**src/rtl/pcu_pkg.sv**
```systemverilog
package pcu_pkg;
  typedef enum logic [2:0] {
    PC_OP_INC  = 3'd0,
    PC_OP_JMP  = 3'd1,
    PC_OP_CALL = 3'd2,
    PC_OP_RET  = 3'd3,
    PC_OP_WRLO = 3'd4,
    PC_OP_IRQ  = 3'd5,
    PC_OP_HLD0 = 3'd6,
    PC_OP_HLD1 = 3'd7
  } pc_op_e;
endpackage

```
**src/rtl/pcu_latch.sv**
```systemverilog
module pcu_latch #(
  parameter int unsigned W = 5
) (
  input  logic         clk_i,
  input  logic         rst_ni,
  input  logic         we_i,
  input  logic [W-1:0] d_i,
  output logic [W-1:0] q_o
);
  always_ff @(posedge clk_i or negedge rst_ni) begin
    if (!rst_ni)   q_o <= '0;
    else if (we_i) q_o <= d_i;
  end
endmodule

```
**src/rtl/pcu_stack.sv**
```systemverilog
// Circular LIFO; DEPTH must be a power of two so the pointer wraps naturally.
module pcu_stack #(
  parameter int unsigned W     = 13,
  parameter int unsigned DEPTH = 8
) (
  input  logic         clk_i,
  input  logic         rst_ni,
  input  logic         push_i,
  input  logic         pop_i,
  input  logic [W-1:0] din_i,
  output logic [W-1:0] dout_o
);
  localparam int unsigned PTR_W = $clog2(DEPTH);

  logic [W-1:0]     mem_q [DEPTH];
  logic [PTR_W-1:0] ptr_q;
  logic [PTR_W-1:0] top_idx;

  assign top_idx = ptr_q - PTR_W'(1);
  assign dout_o  = mem_q[top_idx];

  always_ff @(posedge clk_i or negedge rst_ni) begin
    if (!rst_ni) begin
      ptr_q <= '0;
      for (int i = 0; i < DEPTH; i++) mem_q[i] <= '0;
    end else if (push_i) begin
      mem_q[ptr_q] <= din_i;
      ptr_q        <= ptr_q + PTR_W'(1);
    end else if (pop_i) begin
      ptr_q <= top_idx;
    end
  end
endmodule

```
**src/rtl/pcu_next.sv**
```systemverilog
module pcu_next
  import pcu_pkg::*;
#(
  parameter int unsigned PC_W     = 13,
  parameter int unsigned TGT_W    = 11,
  parameter int unsigned DATA_W   = 8,
  parameter int unsigned VEC_ADDR = 4,
  localparam int unsigned LATCH_W = PC_W - DATA_W,
  localparam int unsigned PAGE_W  = PC_W - TGT_W,
  localparam int unsigned PAGE_LO = TGT_W - DATA_W
) (
  input  logic [2:0]         op_i,
  input  logic [PC_W-1:0]    pc_i,
  input  logic [TGT_W-1:0]   tgt_i,
  input  logic [DATA_W-1:0]  data_i,
  input  logic [LATCH_W-1:0] latch_i,
  input  logic [PC_W-1:0]    pop_data_i,
  output logic [PC_W-1:0]    pc_nxt_o,
  output logic               push_o,
  output logic               pop_o,
  output logic [PC_W-1:0]    push_data_o
);
  pc_op_e            op;
  logic [PC_W-1:0]   pc_inc;
  logic [PC_W-1:0]   pc_far;

  assign op     = pc_op_e'(op_i);
  assign pc_inc = pc_i + PC_W'(1);
  assign pc_far = {latch_i[PAGE_LO +: PAGE_W], tgt_i};

  always_comb begin
    pc_nxt_o    = pc_i;
    push_o      = 1'b0;
    pop_o       = 1'b0;
    push_data_o = pc_inc;
    unique case (op)
      PC_OP_INC:  pc_nxt_o = pc_inc;
      PC_OP_JMP:  pc_nxt_o = pc_far;
      PC_OP_CALL: begin
        pc_nxt_o = pc_far;
        push_o   = 1'b1;
      end
      PC_OP_RET: begin
        pc_nxt_o = pop_data_i;
        pop_o    = 1'b1;
      end
      PC_OP_WRLO: pc_nxt_o = {latch_i, data_i};
      PC_OP_IRQ: begin
        pc_nxt_o    = PC_W'(VEC_ADDR);
        push_o      = 1'b1;
        push_data_o = pc_i;
      end
      default:    pc_nxt_o = pc_i;
    endcase
  end
endmodule

```
**src/rtl/prog_ctr_unit.sv**
```systemverilog
module prog_ctr_unit #(
  parameter int unsigned PC_W     = 13,
  parameter int unsigned TGT_W    = 11,
  parameter int unsigned DATA_W   = 8,
  parameter int unsigned DEPTH    = 8,
  parameter int unsigned VEC_ADDR = 4,
  localparam int unsigned LATCH_W = PC_W - DATA_W
) (
  input  logic              clk_i,
  input  logic              rst_ni,
  input  logic [2:0]        op_i,
  input  logic [TGT_W-1:0]  tgt_i,
  input  logic [DATA_W-1:0] data_i,
  input  logic              latch_we_i,
  output logic [PC_W-1:0]   pc_o
);
  logic [LATCH_W-1:0] latch_q;
  logic [PC_W-1:0]    pc_q, pc_nxt, pop_data, push_data;
  logic               push, pop;

  pcu_latch #(.W(LATCH_W)) u_latch (
    .clk_i  (clk_i),
    .rst_ni (rst_ni),
    .we_i   (latch_we_i),
    .d_i    (data_i[LATCH_W-1:0]),
    .q_o    (latch_q)
  );

  pcu_next #(
    .PC_W(PC_W), .TGT_W(TGT_W), .DATA_W(DATA_W), .VEC_ADDR(VEC_ADDR)
  ) u_next (
    .op_i        (op_i),
    .pc_i        (pc_q),
    .tgt_i       (tgt_i),
    .data_i      (data_i),
    .latch_i     (latch_q),
    .pop_data_i  (pop_data),
    .pc_nxt_o    (pc_nxt),
    .push_o      (push),
    .pop_o       (pop),
    .push_data_o (push_data)
  );

  pcu_stack #(.W(PC_W), .DEPTH(DEPTH)) u_stack (
    .clk_i  (clk_i),
    .rst_ni (rst_ni),
    .push_i (push),
    .pop_i  (pop),
    .din_i  (push_data),
    .dout_o (pop_data)
  );

  always_ff @(posedge clk_i or negedge rst_ni) begin
    if (!rst_ni) pc_q <= '0;
    else         pc_q <= pc_nxt;
  end

  assign pc_o = pc_q;
endmodule

```
**config.mk**
```make
export PLATFORM = sky130hd
export DESIGN_NAME = prog_ctr_unit
export DESIGN_NICKNAME = d
export VERILOG_FILES = /design/src/rtl/pcu_pkg.sv /design/src/rtl/pcu_latch.sv /design/src/rtl/pcu_stack.sv /design/src/rtl/pcu_next.sv /design/src/rtl/prog_ctr_unit.sv
export SDC_FILE = /design/constraint.sdc
export NUM_CORES = 1
export LEC_CHECK = 0
export BUFFER_PORTS_ARGS = -buffer_cell sky130_fd_sc_hd__buf_4
export CORE_UTILIZATION = 36
export DETAILED_ROUTE_END_ITERATION = 8
export GPL_TIMING_DRIVEN = 0
export PLACE_DENSITY = 0.6
export SYNTH_ARGS = -nofsm -noshare
export SYNTH_HDL_FRONTEND = slang
export SYNTH_SLANG_ARGS = --single-unit
```
**constraint.sdc**
```tcl
create_clock -name clk_i -period 2.9 [get_ports clk_i]
set_clock_uncertainty 0.15 [all_clocks]
set_input_delay 0.58 -clock clk_i [delete_from_list [all_inputs] [get_ports clk_i]]
set_output_delay 0.58 -clock clk_i [all_outputs]
set_load 0.1 [all_outputs]
```
==> results of run 1 <==
state kept, by name (all words and copies together) (netlist names):
signal	flops
u_stack.ptr_q	3
u_latch.q_o	5
u_stack.mem_q	104
pc_o	13
worst max path at each step:
stage	end	slack (ps)	depth (start not counted)
global placement	pc_o[11]	-90	9
CTS	pc_o[3]	60	9
global route	pc_o[3]	50	9
floorplan	u_stack.mem_q[103]	170	6
detailed placement	pc_o[9]	-120	9
finish	pc_o[3]	200	9
where the power goes:
part	total, mW	internal [mW]	switching, mW
registers	2.99	2.52	0.471
clock network	2.24	1.46	0.779
logic	3.40	1.35	2.05
synthesized netlist by cell type, types with 2 or more instances:
cell type | n | share of area (%)
a211oi_1 | 2 | 0.24
a21o_1 | 2 | 0.24
a21oi_1 | 67 | 5.4
a31oi_1 | 5 | 0.51
and3_1 | 7 | 0.71
and3b_1 | 2 | 0.28
buf_1 | 2 | 0.12
buf_2 | 24 | 1.9
buf_4 | 3 | 0.36
clkbuf_1 | 17 | 1.0
dfrtp_1 | 125 | 51
ha_1 | 3 | 0.61
inv_1 | 9 | 0.55
mux2_2 | 5 | 0.91
mux2i_1 | 7 | 1.1
mux4_1 | 4 | 1.7
mux4_2 | 22 | 8.0
nand2_1 | 65 | 3.9
nand2b_1 | 2 | 0.20
nand3_1 | 33 | 2.7
nand3b_1 | 2 | 0.24
nand4_1 | 11 | 1.1
nor2_1 | 75 | 4.5
nor2b_1 | 14 | 1.4
o21a_1 | 3 | 0.36
o21ai_0 | 57 | 4.6
o21ai_1 | 19 | 1.5
o22a_1 | 2 | 0.28
o311ai_0 | 2 | 0.28
or3_1 | 2 | 0.20
xnor2_1 | 10 | 1.4
xor2_1 | 7 | 0.99
placed cells by master, fill, tap and decap left out, drive strengths merged, types with 3 or more instances in the layout:
master,count
mux4,26
a21oi,67
bufinv,3
buf,66
dfrtp,125
nand2,65
xor2,7
o21ai,77
nand4,11
o21a,3
clkinvlp,3
clkbuf,41
nor2,75
xnor2,10
ha,3
mux2,5
inv,10
a31oi,5
nor2b,14
and3,7
nand3,33
mux2i,7
worst reg2reg max path, delay by kind of cell, from the launching register on:
family	cells	cell delay [ps]
compound gates	2	340
simple gates	2	190
mux	1	360
flops	1	460
fa+ha+maj	1	300
buf+inv	3	750
area by class of cell:
class,instances,share of cell area (%)
clock buffer,23,6.72
clock inverter,9,1.77
buffer,47,3.09
sequential,125,42.2
timing repair buffer,38,4.20
multi-input combinational,442,37.8
inverter,9,0.456
tap,220,3.71
through the flow:
| step | setup WS (ps) | area (sq um) | TNS (ps) | hold slack, ps | cells |
|---|---|---|---|---|---|
| after floorplan | 169 | 6190 | 0 | 134 | 623 |
| after global placement | -94.5 | 6740 | -289 | 304 | 879 |
| after detailed placement | -116 | 6770 | -359 | 318 | 880 |
| after CTS | 60.5 | 7410 | 0 | 245 | 913 |
| after global routing | 45.6 | 7410 | 0 | 250 | 913 |
| final | 204 | 7410 | 0 | 260 | 913 |
metal layers:
| layer | up-vias | wire length (microns) | share of wire (%) |
|---|---|---|---|
| li1 | 2320 | - | - |
| met1 | 2490 | 7550 | 45 |
| met2 | 153 | 7980 | 48 |
| met3 | 31 | 792 | 4.7 |
| met4 | 0 | 400 | 2.4 |
| met5 | - | 0 | 0 |
what timing repair did:
action | 4_1_cts | 5_1_grt
hold buffers | 1 | 0
setup buffers | 0 | 0
gates resized for setup | 1 | 2
setup endpoints to repair | 4 | 4
endpoints found under the hold margin | 53 | 0
kinds of logic (layout without fill, tap and decap cells):
| family | Yosys count | count (layout) | share of synthesized area (%) |
|---|---|---|---|
| fa+ha+maj | 3 | 3 | 0.606 |
| compound gates | 166 | 166 | 14.4 |
| mux | 38 | 38 | 11.7 |
| xor+xnor | 17 | 17 | 2.40 |
| buf+inv | 56 | 126 | 4.18 |
| flops | 125 | 125 | 50.5 |
| simple gates | 218 | 218 | 16.1 |
==> results.sh, run 1 <==
export IMPL_max_freq_mhz=371
export IMPL_grt_use_total_pct=20.2
export IMPL_hold_violations=0
export IMPL_final_max_slew_viol_count=0
export IMPL_cts_htree_levels=4
export IMPL_syn_nets=651
export IMPL_startpoint="u_stack.ptr_q[0]"
export IMPL_grt_antenna_before_repair=0
export IMPL_cts_tree="built"
export IMPL_peakVddDrop_uv=498
export IMPL_drv_cap=0
export IMPL_cts_buffers=17
export IMPL_grt_pass1_vias=5050
export IMPL_ios=38
export IMPL_synth_edf_count=0
export IMPL_place_congestion=0.901
export IMPL_n_antenna_cell=0
export IMPL_final_net_count=708
export IMPL_yosysUniqueCellTypes=45
export IMPL_drive_gt1_share_pct=18.6
export IMPL_arrival_ps=2830
export IMPL_r2r_setup_slack_ps=200
export IMPL_path_max_fanout=10
export IMPL_start_kind="register"
export IMPL_grt_busiest_layer="met2"
export IMPL_whs_endpoint="u_latch.q_o[0]"
export IMPL_remaining_drc_errors=0
export IMPL_critPathBufInv=3
export IMPL_hp_class="primary input to register"
export IMPL_start_util_pct=37.1
export IMPL_finalCritPeriodShare_pct=93.0
export IMPL_min_period_ps=2700
export IMPL_endpoint_kind="register"
export IMPL_yosys_register_bits=125
export IMPL_synthCells=623
export IMPL_drt_pass1_iterations=5
export IMPL_grt_pass1_wl_mm=27.0
export IMPL_wire_per_inst_microns=18.3
export IMPL_ys_flop_type="dfrtp_1"
export IMPL_gr_usage_met1_pct=26.0
export IMPL_final_util_pct=44.4
export IMPL_synth_yosys_seq_area_share_pct=50.5
export IMPL_grt_max_degree=73
export IMPL_async_flop_share_pct=100
export IMPL_netlist_area_sq_um=6190
export IMPL_fp_coreArea_sq_um=16700
export IMPL_synth_warnings=0
export IMPL_slowest_stage="dfrtp_2"
export IMPL_dr_total_vias=4994
export IMPL_crit_family="buffers and inverters"
export IMPL_antenna_left=0
export IMPL_r2r_cells=9
export IMPL_std_cell_rows=47
export IMPL_clock_sinks=125
export IMPL_grt_met2_usage_pct=32.6
export IMPL_relSlewSlack_pct=26.9
export IMPL_hold_path_depth=2
export IMPL_die_x_microns=133
export IMPL_status="completed"
export IMPL_die_h_microns=133
export IMPL_nFillCells=1643
export IMPL_report_final_setup_viol=0
export IMPL_area_sequential_sq_um=3130
export IMPL_critPathKind="register to register"
export IMPL_first_iter_violations=342
export IMPL_area_growth_pct=19.7
export IMPL_dieArea_sq_um=17700
export IMPL_powerDensity_nw_per_um2=1160
export IMPL_multi_input_area_sq_um=2810
export IMPL_routed_wl_mm=16.7
export IMPL_worstMarginPinSlew_ps=1090
export IMPL_rr_startpoint="u_stack.ptr_q[0]"
export IMPL_worstHoldStart="data_i[0]"
export IMPL_numPortBuffers=36
export IMPL_fin_total_pwr_mw=8.64
export IMPL_crit_path_frequent_cell="nand3_1"
export IMPL_clk_latency_ps=420
export IMPL_globalRouteOverflowTotal=0
export IMPL_cts_path_max_buffers=2
export IMPL_cts_root_buf="clkbuf_16"
export IMPL_clk_pin_slew_worst_paths_ps=60
export IMPL_grt_use_met3_pct=4.30
export IMPL_p_leak_nw=3.21
export IMPL_hpwl_mm=12.3
export IMPL_slowest_delay_ps=460
export IMPL_avgSynthCellArea_sq_um=9.94
export IMPL_via_per_inst=5.47
export IMPL_r2r_end="pc_o[3]"
export IMPL_cp_required_ps=3030
export IMPL_crit_chain="inv_1, ha_1, buf_2, clkbuf_4, mux4_2, nand3_1, nand3_1, a31oi_1, o221ai_1"
export IMPL_rsz0062_at_grt="no"
Power figures use the tool's default switching activity.
==> run 2: changes to the inputs <==
--- a/config.mk
+++ b/config.mk
@@ -5,7 +5,7 @@
 export SDC_FILE = /design/constraint.sdc
 export NUM_CORES = 1
 export LEC_CHECK = 0
-export BUFFER_PORTS_ARGS = -buffer_cell sky130_fd_sc_hd__buf_4
+export BUFFER_PORTS_ARGS = -buffer_cell sky130_fd_sc_hd__buf_2
 export CORE_UTILIZATION = 36
 export DETAILED_ROUTE_END_ITERATION = 8
 export GPL_TIMING_DRIVEN = 0
==> run 2 against run 1 <==
Against the previous run:
- fmax decreased by 1.1%
- non-clock buffer count unchanged
- global-route usage grew 0.54 points
- clock power down 9%
- setup slack got worse by 30 ps
- critical endpoint unchanged
- via count grew 0.50%
- largest power group unchanged
- cell count is the same
- wire length is 0.78% higher
- final area fell by 1.9%
- clock-buffer cell count shrank 2
==> results.sh, run 2 (same netlist as run 1, synthesis figures left out) <==
export IMPL_fin_hold_ws_ps=271
export IMPL_peakVddDrop_uv=439
export IMPL_fin_total_pwr_mw=8.40
export IMPL_grt_use_total_pct=20.7
export IMPL_final_net_count=708
export IMPL_final_cell_mix="124 x dfrtp_1, 75 x nor2_1, 67 x a21oi_1"
export IMPL_cts_buffers=17
export IMPL_start_kind="register"
export IMPL_area_growth_pct=17.5
export IMPL_powerDensity_nw_per_um2=1150
export IMPL_cts_root_buf="clkbuf_16"
export IMPL_arrival_ps=2860
export IMPL_worstMarginPinSlew_ps=1040
export IMPL_drv_cap=0
export IMPL_cts_tree="built"
export IMPL_antenna_left=0
export IMPL_max_freq_mhz=367
export IMPL_cts_path_max_buffers=2
export IMPL_nFillCells=1645
export IMPL_hold_violations=0
export IMPL_postCtsSetupBuffers=0
export IMPL_n_antenna_cell=0
export IMPL_grt_pass1_vias=5167
export IMPL_layoutNonFillerInstCount=913
export IMPL_die_h_microns=133
export IMPL_r2r_setup_slack_ps=170
export IMPL_wire_per_inst_microns=18.5
export IMPL_via_per_inst=5.50
export IMPL_cts_htree_levels=4
export IMPL_place_congestion=0.881
export IMPL_p_leak_nw=3.15
export IMPL_grt_pass1_wl_mm=27.9
export IMPL_grt_max_degree=80
export IMPL_final_common_cell="dfrtp_1"
export IMPL_numPortBuffers=36
export IMPL_min_period_ps=2730
export IMPL_path_max_fanout=10
export IMPL_critPathKind="register to register"
export IMPL_first_iter_violations=291
export IMPL_cp_required_ps=3030
export IMPL_std_cell_rows=47
export IMPL_clk_pin_slew_worst_paths_ps=60
export IMPL_ios=38
export IMPL_routed_wl_mm=16.9
export IMPL_clock_sinks=125
export IMPL_globalRouteOverflowTotal=0
export IMPL_place_inst=880
export IMPL_final_max_slew_viol_count=0
export IMPL_report_final_setup_viol=0
export IMPL_hp_class="primary input to register"
export IMPL_relSlewSlack_pct=30.2
export IMPL_die_x_microns=133
export IMPL_grt_antenna_before_repair=0
export IMPL_endpoint_kind="register"
export IMPL_hpwl_mm=12.4
export IMPL_regMostFlops="u_stack.mem_q"
export IMPL_rsz0062_at_grt="no"
export IMPL_start_util_pct=37.1
export IMPL_finalCritPeriodShare_pct=94.0
export IMPL_remaining_drc_errors=0
export IMPL_largest_reg_flops=104
export IMPL_fp_coreArea_sq_um=16700
export IMPL_drive_gt1_share_pct=18.6
export IMPL_dieArea_sq_um=17700
export IMPL_status="completed"
export IMPL_drt_pass1_iterations=4
export IMPL_dr_total_vias=5019
export IMPL_clk_latency_ps=420
run 2: cell count changes in the layout (fill, tap and decap cells not counted):
cell        previous run  this run
bufinv_16              3         1
buf_4                 38         3
clkinvlp_4             3         4
buf_2                 24        59
clkinv_4               0         2
clkinv_2               2         1
clkbuf_8               5         3
inv_6                  1         3
run 2: power by group:
part | internal [mW] | switching [mW]
Clock | 1.25 | 0.785
Sequential | 2.52 | 0.477
Combinational | 1.31 | 2.05
Total | 5.09 | 3.31
run 2: per-stage QoR:
step	worst slack, ps	cell area, sq um	TNS (ps)	util (%)
2_1_floorplan	169	6190	0	-
3_3_place_gp	-448	6650	-55010	39.8
3_5_place_dp	-92.4	6680	-264	40.0
4_1_cts	18.7	7270	0	43.5
5_1_grt	14.3	7280	0	43.6
6_report	173	7280	0	43.6
run 2: critical path, stage by stage, from the launching register on:
cell      delay [ps]
dfrtp_2          460
inv_1            160
ha_1             300
buf_2            260
clkbuf_4         320
mux4_2           360
nand3_1          120
nand3_1           90
a31oi_1          210
o221ai_1         150
run 2: routing by layer:
| layer | global-route usage [%] | part of all wire, % | vias to the layer above |
|---|---|---|---|
| met5 | 0 | 0 | - |
| met4 | 8.21 | 2.0 | 0 |
| met3 | 4.83 | 4.5 | 22 |
| met2 | 33.8 | 48 | 132 |
| met1 | 26.8 | 45 | 2539 |
| li1 | - | - | 2326 |
run 2: final timing paths:
path                                   start                end  cells past startpoint
setup reg to reg            u_stack.ptr_q[0]            pc_o[3]                      9
max in group asynchronous             rst_ni   u_stack.ptr_q[0]                      3
hold / removal                     data_i[4]     u_latch.q_o[4]                      2
hold reg to reg            u_stack.mem_q[31]  u_stack.mem_q[31]                      2
setup / recovery            u_stack.ptr_q[0]            pc_o[3]                      9
min in group asynchronous             rst_ni  u_stack.mem_q[35]                      2
run 2: what timing repair did:
item,in CTS,in global routing
endpoints found under the hold margin,46,0
endpoints found under the setup margin,4,6
hold buffers,1,0
gates resized for setup,1,2
run 2: area by class of cell:
class | count | area (sq um) | area share, %
Timing Repair Buffer | 38 | 224 | 3.08
Buffer | 47 | 229 | 3.15
Inverter | 9 | 33.8 | 0.464
Clock inverter | 11 | 109 | 1.50
Clock buffer | 21 | 470 | 6.47
Tap cell | 220 | 275 | 3.78
Multi-Input combinational cell | 442 | 2810 | 38.6
Sequential cell | 125 | 3130 | 43.0
==> run 3: changes to the inputs <==
--- a/config.mk
+++ b/config.mk
@@ -9,7 +9,7 @@
 export CORE_UTILIZATION = 36
 export DETAILED_ROUTE_END_ITERATION = 8
 export GPL_TIMING_DRIVEN = 0
-export PLACE_DENSITY = 0.6
+export PLACE_DENSITY = 0.48
 export SYNTH_ARGS = -nofsm -noshare
 export SYNTH_HDL_FRONTEND = slang
 export SYNTH_SLANG_ARGS = --single-unit
==> run 3 against run 2 <==
Against the previous run:
- combinational power grew 1%
- via count shrank 2.3%
- non-clock buffer count is the same
- sequential power is essentially flat
- core utilization grew 0.10 points
- fmax grew 2.1%
- sequential share of layout area shrank 0.10 points
- cell count shrank 0.11%
- worst hold slack lost 6.6 ps
- critical endpoint is now pc_o[10]
- largest power group unchanged
==> results.sh, run 3 (same netlist as run 1, synthesis figures left out) <==
export IMPL_cts_htree_levels=4
export IMPL_min_period_ps=2670
export IMPL_largest_reg_flops=104
export IMPL_max_freq_mhz=374
export IMPL_ios=38
export IMPL_cp_required_ps=3060
export IMPL_dr_total_vias=4905
export IMPL_path_max_fanout=10
export IMPL_grt_pass1_vias=5081
export IMPL_die_h_microns=133
export IMPL_grt_antenna_before_repair=0
export IMPL_slowest_delay_ps=460
export IMPL_drive_gt1_share_pct=18.6
export IMPL_cts_buffers=17
export IMPL_peakVddDrop_uv=439
export IMPL_routed_wl_mm=17.7
export IMPL_n_antenna_cell=0
export IMPL_critPathKind="register to register"
export IMPL_postCtsSetupBuffers=0
export IMPL_clk_pin_slew_worst_paths_ps=60
export IMPL_area_growth_pct=17.8
export IMPL_slowest_stage="dfrtp_2"
export IMPL_final_max_slew_viol_count=0
export IMPL_wire_per_inst_microns=19.4
export IMPL_final_net_count=708
export IMPL_crit_path_frequent_cell="buf_2"
export IMPL_dieArea_sq_um=17700
export IMPL_rr_startpoint="u_stack.ptr_q[0]"
export IMPL_cts_root_buf="clkbuf_16"
export IMPL_remaining_drc_errors=0
export IMPL_die_x_microns=133
export IMPL_finalCritPeriodShare_pct=92.1
export IMPL_clk_latency_ps=420
export IMPL_design_area_sq_um=7290
export IMPL_worstMarginPinSlew_ps=1180
export IMPL_drt_pass1_iterations=4
export IMPL_clock_sinks=125
export IMPL_hpwl_mm=13.0
export IMPL_antenna_left=0
export IMPL_report_final_setup_viol=0
export IMPL_final_common_cell="dfrtp_1"
export IMPL_place_ws_ps=-235
export IMPL_cts_tree="built"
export IMPL_powerDensity_nw_per_um2=1170
export IMPL_arrival_ps=2830
export IMPL_fp_coreArea_sq_um=16700
export IMPL_grt_pass1_wl_mm=28.5
export IMPL_endpoint_kind="register"
export IMPL_std_cell_rows=47
export IMPL_grt_max_degree=74
export IMPL_rsz0062_at_grt="no"
export IMPL_start_kind="register"
export IMPL_regMostFlops="u_stack.mem_q"
export IMPL_final_util_pct=43.7
export IMPL_crit_family="buffers and inverters"
export IMPL_start_util_pct=37.1
export IMPL_drv_cap=0
export IMPL_globalRouteOverflowTotal=0
export IMPL_final_cell_mix="124 x dfrtp_1, 75 x nor2_1, 67 x a21oi_1"
export IMPL_placed_area_sq_um=6680
export IMPL_crit_chain="inv_1, ha_1, buf_2, buf_2, mux4_2, nand3_1, nand4_1, a21oi_1, nor2_1"
export IMPL_place_congestion=0.874
export IMPL_first_iter_violations=278
export IMPL_status="completed"
export IMPL_grt_use_total_pct=21.6
export IMPL_critPathBufInv=3
export IMPL_hp_class="primary input to register"
export IMPL_via_per_inst=5.38
export IMPL_relSlewSlack_pct=21.1
export IMPL_numPortBuffers=36
export IMPL_hold_violations=0
export IMPL_setup_slack_ps=230
export IMPL_p_leak_nw=3.17
export IMPL_startpoint="u_stack.ptr_q[0]"
export IMPL_cts_path_max_buffers=2
export IMPL_worstHoldStart="data_i[0]"
==> run 3: changes by cell type in the layout (fill, tap and decap cells not counted), sizes merged <==
| cell | delta |
|---|---|
| inv | -3 |
| clkinvlp | -1 |
| clkbuf | -3 |
| clkinv | +3 |
| bufinv | +2 |
| buf | +1 |
==> run 3: path summary, 6_finish.rpt <==
path,cells after the start,endpoint,slack [ps]
worst max-delay path,9,pc_o[10],230
worst min-delay path,2,u_latch.q_o[0],260
worst max register to register,9,pc_o[10],230
max in group asynchronous,3,u_stack.mem_q[12],1310
worst min register to register,2,u_stack.mem_q[10],330
min in group asynchronous,2,u_latch.q_o[4],540
==> run 3: final cells by class <==
cell class	instances	area, sq um
multi-input combinational	442	2810
fill	1676	9410
timing repair buffer	38	224
clock inverter	12	146
sequential	125	3130
tap	220	275
clock buffer	19	443
inverter	9	33.8
buffer	47	229
==> run 3: report_power, final <==
part / total [mW] / switching [mW] / internal (mW)
sequential: 2.99 / 0.467 / 2.52
clock: 2.14 / 0.781 / 1.36
combinational: 3.40 / 2.08 / 1.32
==> run 3: per-layer routing <==
| layer | up-vias | wire (microns) | track usage (%) | share of wire [%] |
|---|---|---|---|---|
| met5 | - | 0 | 0 | 0 |
| li1 | 2312 | - | - | - |
| met4 | 0 | 512 | 9.41 | 2.9 |
| met2 | 114 | 8350 | 34.3 | 47 |
| met3 | 31 | 673 | 4.19 | 3.8 |
| met1 | 2448 | 8190 | 28.7 | 46 |
==> run 3: repair_timing <==
| action | in CTS | in global routing |
|---|---|---|
| gates cloned | 0 | 0 |
| setup endpoints to repair | 6 | 14 |
| hold buffers | 1 | 0 |
| endpoints found under the hold margin | 23 | 0 |
| pin swaps | 0 | 0 |
| gates resized for setup | 2 | 2 |
==> run 3: through the flow <==
step | instances | hold WS [ps] | TNS [ps] | power (mW)
4_1_cts | 912 | 249 | 0 | 8.57
3_3_place_gp | 879 | 308 | -79090 | 6.32
5_1_grt | 912 | 254 | 0 | 9.05
3_5_place_dp | 880 | 318 | -920 | 6.39
2_1_floorplan | 623 | 134 | 0 | 5.37
6_report | 912 | 265 | 0 | 8.52
